### src/rtl/spi_readback_slave.sv
module spi_readback_slave #(
  parameter int NREGS = 4,
  parameter logic [5:0] STAT_ADDR = 6'h3F
) (
  input  logic        clk,
  input  logic        rst_n,
  input  logic        sclk,
  input  logic        cs_n,
  input  logic        mosi,
  input  logic        inject_flip,
  input  logic        miso_pad_in,
  input  logic [15:0] sample_in,
  output logic        miso
);
  localparam int AW = (NREGS > 1) ? $clog2(NREGS) : 1;
  localparam logic [31:0] ERR_WORD = {4'hE, 28'h0};

  logic        sclk_q, cs_q;
  logic [31:0] rx_sr, tx_sr, reply_q, next_reply;
  logic [5:0]  cnt;
  logic        frame_err, sticky;
  logic [15:0] regs [NREGS];
  logic [15:0] rdata;

  wire sclk_rise = sclk & ~sclk_q & ~cs_n;
  wire sclk_fall = ~sclk & sclk_q & ~cs_n;
  wire cs_fall   = cs_q & ~cs_n;
  wire cs_rise   = ~cs_q & cs_n;
  wire done      = cs_rise && (cnt == 6'd32);
  wire [1:0]  op   = rx_sr[31:30];
  wire [5:0]  addr = rx_sr[29:24];
  wire [15:0] wdat = rx_sr[23:8];
  wire in_file   = addr < 6'(NREGS);
  wire mismatch  = sclk_rise && (miso_pad_in != tx_sr[31]);
  wire stat_clr  = done && op == 2'b10 && addr == STAT_ADDR && wdat[0];

  assign miso = ~cs_n & (tx_sr[31] ^ inject_flip);

  always_comb begin
    rdata = 16'h0;
    if (in_file) rdata = regs[addr[AW-1:0]];
    else if (addr == STAT_ADDR) rdata = {15'h0, sticky};
  end

  always_comb begin
    case (op)
      2'b01:   next_reply = frame_err ? ERR_WORD : {4'h1, 4'h0, rdata, 8'h0};
      2'b10:   next_reply = frame_err ? ERR_WORD : {4'h1, 4'h0, wdat, 8'h0};
      2'b11:   next_reply = frame_err ? ERR_WORD : {4'h1, 4'h0, sample_in, 8'h0};
      default: next_reply = 32'h0;
    endcase
  end

  always_ff @(posedge clk or negedge rst_n) begin
    if (!rst_n) begin
      sclk_q    <= 1'b0;
      cs_q      <= 1'b1;
      rx_sr     <= '0;
      tx_sr     <= '0;
      reply_q   <= '0;
      cnt       <= '0;
      frame_err <= 1'b0;
      sticky    <= 1'b0;
    end else begin
      sclk_q <= sclk;
      cs_q   <= cs_n;
      if (cs_fall) begin
        tx_sr <= reply_q;
        cnt   <= '0;
      end else begin
        if (sclk_rise) begin
          rx_sr <= {rx_sr[30:0], mosi};
          if (cnt != 6'h3F) cnt <= cnt + 6'd1;
        end
        if (sclk_fall) tx_sr <= {tx_sr[30:0], 1'b0};
      end
      if (cs_n) frame_err <= 1'b0;
      else if (mismatch) frame_err <= 1'b1;
      if (mismatch) sticky <= 1'b1;
      else if (stat_clr) sticky <= 1'b0;
      if (done) reply_q <= next_reply;
    end
  end

  always_ff @(posedge clk or negedge rst_n) begin
    if (!rst_n) begin
      for (int i = 0; i < NREGS; i++) regs[i] <= '0;
    end else if (done && op == 2'b10 && in_file) begin
      regs[addr[AW-1:0]] <= wdat;
    end
  end

  p_idle_low_r1: assert property (@(posedge clk) disable iff (!rst_n)
    cs_n |-> !miso);
  p_mismatch_marks_r6: assert property (@(posedge clk) disable iff (!rst_n)
    mismatch |=> (frame_err && sticky));
  p_flag_clear_r7: assert property (@(posedge clk) disable iff (!rst_n)
    $fell(sticky) |-> $past(stat_clr));
  p_fault_reply_r8: assert property (@(posedge clk) disable iff (!rst_n)
    (done && frame_err && op != 2'b00) |=> (reply_q == ERR_WORD));
  p_short_frame_r11: assert property (@(posedge clk) disable iff (!rst_n)
    (cs_rise && cnt != 6'd32) |=> $stable(reply_q));
  p_xfer_clear_r12: assert property (@(posedge clk) disable iff (!rst_n)
    cs_n |=> !frame_err);
endmodule

### config.mk
export PLATFORM = sky130hd
export DESIGN_NAME = spi_readback_slave
export DESIGN_NICKNAME = d
export VERILOG_FILES = /design/src/rtl/spi_readback_slave.sv
export SDC_FILE = /design/constraint.sdc
export NUM_CORES = 1
export LEC_CHECK = 0
export CORE_UTILIZATION = 30
export DETAILED_ROUTE_END_ITERATION = 8
export DONT_BUFFER_PORTS = 1
export PLACE_DENSITY = 0.55
export SLEW_MARGIN = 20
export SYNTH_ARGS = -nofsm -noshare
export SYNTH_HDL_FRONTEND = slang
export SYNTH_SLANG_ARGS = --single-unit
export TNS_END_PERCENT = 20
### constraint.sdc
create_clock -name clk -period 3.8 [get_ports clk]
set_input_delay 0.76 -clock clk [delete_from_list [all_inputs] [get_ports clk]]
set_output_delay 0.76 -clock clk [all_outputs]
set_load 0.03 [all_outputs]
Yosys cells after proc, flatten, opt, wreduce, memory -nomap -nowiden
Index checks and enable logic that the tools add are counted.

storage, ports and cells
  register bits after elaboration = 170
  latch bits = 0
  memory bits (writable) = 0
  ROM bits = 0
  output and inout port bits = 1
  memories = 0

operators by class
  add/sub/neg operators = 1
  multiply operators = 0
  divide/modulo/power cells = 0
  $lt $le $gt $ge = 3
  equal/unequal tests = 7
  shift-type cells = 0
  mux-type cells = 21
  bitwise gates (word level) = 14
  reduce and logical (&&, ||, !) cells = 14

operators with widths
  kind                 count
  $mux 32              5
  $pmux 32 s3          1
  $bwmux 64            1
  $mux 16              4
  $bmux 16 s2          1
  $demux 16 s2         1
  $mux 6               3
  $eq 6x6->1 const B   2
  $reduce_bool 2->1    5
  $and 1x1->1          7
  $logic_and 1x1->1    7
  $add 6x1->6 const B  1
  $lt 6x3->1 const B   1
  $ne 6x6->1 const B   1
  $mux 1               5
  $not 1->1            5
  $eq 2x2->1 const B   2
  $reduce_and 2->1     2
  $ge 3x3->1 const B   1
  $lt 3x1->1 const B   1
  $not 2->3            1
  $eq 2x1->1 const B   1
  $ne 1x1->1           1
  $xor 1x1->1          1

Depth between registers and ports, before layout
  word-level depth = 8
  mapped depth = 9
  gate-level depth less buffers = 6

Least setup slack after synthesis
Ideal clock, no wire load.

  path type = input-to-reg
  start point = input cs_n
  end point = register regs[10] (netlist name)
  library setup time = 0.125 ns
  arrival time = 2.001 ns
  setup slack = 1.674 ns
  cell stages on the path = 7
  buffers on the path = 3
  path through = nor3b_2 -> and3_1 -> buf_6 -> and4_1 -> buf_6 -> buf_12 -> mux2_4

on the way
  word-level cells in the longest chain between the ends = 4

RTL lines
  element                          RTL line  text
  start, declared                  8         input logic cs_n,
  $and 1x1->1                      28        wire cs_rise = ~cs_q & cs_n;
  $logic_and 1x1->1                29        wire done = cs_rise && (cnt == 6'd32);
  $logic_and 1x1->1 (2 in series)  88        end else if (done && op == 2'b10 && in_file) begin
  end signal, assigned by index    89        regs[addr[AW-1:0]] <= wdat;
  end, declared                    22        logic [15:0] regs [NREGS];

Every way passes these cells.
A chain may end at the register's enable or synchronous reset.

Worst setup path in the final report
  start point = register cnt[0]
  end point = register regs[15] (netlist name)

on the way
  word-level cells in the longest chain between the ends = 4

RTL lines
  element                          RTL line  text
  start, declared                  20        logic [5:0] cnt;
  start signal, assigned           73        if (cnt != 6'h3F) cnt <= cnt + 6'd1;
  $eq 6x6->1                       29
  $logic_and 1x1->1                29
  $logic_and 1x1->1 (2 in series)  88

Every way passes these cells.

==> run metrics <==
clock-pin slew of the registers on the worst-case setup and hold paths=0.06 ns; largest area contributor in the netlist=sky130_fd_sc_hd__dfrtp_1; total power divided by cell area=446 nW/um2; CTS tree=built; violations in the final reports=design-rule violations; diode count=0; Final Total Pwr=3390 uW; required time at the worst-slack endpoint=4.10 ns; Worst Path Max Fanout=16; number of max-cap violations=0; Post-Syn Area per Cell=13.9 um2; Yosys warning count=0; fraction of final layout cells sized beyond drive strength 1=0.324; portion of synthesized cell area occupied by the leading cell type=0.543; proportion of synthesized chip area in sequential cells=0.547; Detailed Routing Iterations Pass 1=6; period utilization=0.637; worst slack at placement=1.38 ns; post-route cell area=7620 um2; FP Rows=54; Clock Sinks=148; worst flop-to-flop path endpoint=regs[15]$_DFFE_PN0P_; final setup violating endpoints=0; number of input and output port buffers inserted=0; outcome=finished, violations left; layout net count=511; standard cell area after detailed placement=7030 um2; flops & latches, synth=148; nets in the synthesized netlist=514; DIE HEIGHT=152 um; Post-synth EDFFs=0; global-route usage over all layers=0.126; library cell used as clock root buffer=sky130_fd_sc_hd__clkbuf_16; residual overflow from global routing=0; maximum number of pins on one net before global-route repair=149; initial antenna violation count=0; setup total negative slack=0 ns; post-layout minimum cycle time=2.42 ns; post-route worst setup slack=1.38 ns; leakage=0.00345 uW; WP data arrival=2.72 ns; first-pass GRT wire length=22,600 um; actual slew at the worst max-slew pin=0.939 ns; average wire per cell in the routed design=17.3 um; predominant post-synthesis flop cell=sky130_fd_sc_hd__dfrtp_1; vias after detailed routing=3,798; Hold WC Path Type=input port to async pin; RSZ-0062 raised after global routing=false; cts bufs inserted=17; most numerous cell in the Yosys netlist=sky130_fd_sc_hd__dfrtp_1; post-synth design cell area=6770 um2; maximum level of the CTS H-tree=4; remaining antenna violation count=0; count of buffers added by post-CTS timing repair for setup=0; PostCTS Resize Cnt=0; most numerous cell types in the synthesized netlist=sky130_fd_sc_hd__dfrtp_1 (147), sky130_fd_sc_hd__mux2_2 (72), sky130_fd_sc_hd__mux2i_1 (40), sky130_fd_sc_hd__o21ai_0 (35), sky130_fd_sc_hd__nand2_1 (32); Floorplan Core Area=22,000 um2; number of DRC markers after the initial detailed-route iteration=174; area growth from synthesis to layout=12.5%; gate count after technology mapping=489; number of global-route vias before repair=4,152; Final Slew Violations=0; die width=152 um; # fillers=2,072; share of flip-flops with an asynchronous set or reset=1.00; maximum vdd drop=0.000253 V; detailed-route DRC error count=4; post-cts hold buffer count=0; initial core utilization=0.308; hold violation count in the final report=0; category of the critical setup timing path=flop to flop; Max-Slew Margin vs Limit=0.372; Register-to-Register Path Depth=7; worst reg2reg setup slack=1.38 ns; critical path startpoint category=flop; Total Die Area=23,200 um2; number of distinct library cells after synthesis=42; Ports=24; clock tree skew after final layout=0.00874 ns; achievable clock frequency=413 MHz; HPWL after detailed placement=8220 um; startpoint of the most critical register-to-register path=cnt[0]$_DFFE_PN0P_; number of buffers between clock root and the deepest sink=2; clock network latency to the later pin of the worst-skew pair=0.42 ns; drt total wl=13,400 um; RePlAce Congestion=0.714; leading cell types by total area after synthesis=sky130_fd_sc_hd__dfrtp_1 (54%), sky130_fd_sc_hd__mux2_2 (12%), sky130_fd_sc_hd__mux2i_1 (5.9%), sky130_fd_sc_hd__mux2_4 (5.3%), sky130_fd_sc_hd__mux4_2 (5.3%); type of element capturing the critical path=flop; Vias per Instance=4.89
[report_power, final]
| part | leakage (uW) | switching, uW | internal, uW |
|---|---|---|---|
| Clock | 0.000284 | 634 | 1050 |
| Combinational | 0.00112 | 37.9 | 39.7 |
| Sequential | 0.00204 | 19.1 | 1610 |
[layer usage]
metal,track usage,share of wire,up-vias
li1,-,-,1758
met5,0,0,-
met2,0.194,0.47,60
met4,0.0413,0.012,0
met3,0.0429,0.049,11
met1,0.167,0.47,1969
[state kept, by name, indices dropped and copies added (netlist names)]
signal	flops
regs	64
rx_sr	32
tx_sr	24
reply_q	18
cnt	6
cs_q	1
frame_err	1
sclk_q	1
sticky	1
[worst max-delay path: stages, from the launching register on]
cell                       delay, ns
sky130_fd_sc_hd__dfrtp_1        0.39
sky130_fd_sc_hd__inv_1          0.09
sky130_fd_sc_hd__ha_1           0.15
sky130_fd_sc_hd__nor4bb_4       0.32
sky130_fd_sc_hd__and3_1         0.41
sky130_fd_sc_hd__and4_1         0.23
sky130_fd_sc_hd__buf_4          0.33
sky130_fd_sc_hd__mux2_2         0.37
[per-stage QoR]
stage / util / std cells / hold WS, ns
finish: 0.347 / 777 / 0.0313
global route: 0.347 / 777 / 0.00607
CTS: 0.347 / 777 / 0.0164
detailed placement: 0.320 / 747 / 0.468
global placement: 0.320 / 747 / 0.468
floorplan: - / 489 / 0.448
[kinds of logic (layout without fill, tap and decap cells)]
group | count (synthesis) | after routing | share of synthesized area
DFF | 148 | 148 | 0.547
AOI/OAI and AO/OA | 63 | 63 | 0.0584
adders and majority gates | 2 | 2 | 0.00369
and+or+nand+nor | 68 | 68 | 0.0608
xor gates and xnor gates | 5 | 5 | 0.00647
muxes | 153 | 153 | 0.287
buffers and inverters | 50 | 58 | 0.0368
[layout by cell type, fill, tap and decap left out, drive strengths merged, types with 2 or more instances in the layout]
cell type,n
a21oi,4
a2bb2oi,15
and3,2
buf,9
bufinv,3
clkbuf,20
clkinv,4
clkinvlp,3
dfrtp,147
ha,2
inv,19
mux2,97
mux2i,40
mux4,16
nand2,32
nand2b,2
nand3,2
nand3b,2
nand4,2
nand4b,2
nor2,13
nor2b,3
nor3b,3
o211ai,3
o21ai,35
o31ai,2
xnor2,2
xor2,3
[worst max-delay path by stage]
stage	start	slack [ns]	cells past startpoint	to
2_1_floorplan	cs_n	1.67	7	regs[10]$_DFFE_PN0P_
3_3_place_gp	cs_n	1.42	5	regs[4]$_DFFE_PN0P_
3_5_place_dp	cnt[0]$_DFFE_PN0P_	1.38	7	regs[4]$_DFFE_PN0P_
4_1_cts	cnt[0]$_DFFE_PN0P_	1.37	7	regs[1]$_DFFE_PN0P_
5_1_grt	cnt[0]$_DFFE_PN0P_	1.23	7	regs[2]$_DFFE_PN0P_
6_report	cnt[0]$_DFFE_PN0P_	1.38	7	regs[15]$_DFFE_PN0P_
[area by class of cell]
type | instances | area, um2 | share of cell area
flip-flops and latches | 148 | 3700 | 0.486
well taps | 280 | 350 | 0.0460
multi-input cells | 291 | 2830 | 0.372
inverters | 19 | 71.3 | 0.00936
clock buffers | 20 | 457 | 0.0600
clock inverters | 10 | 133 | 0.0174
repair buffers | 9 | 67.6 | 0.00887
No activity file was read; power rests on OpenSTA's default activity.
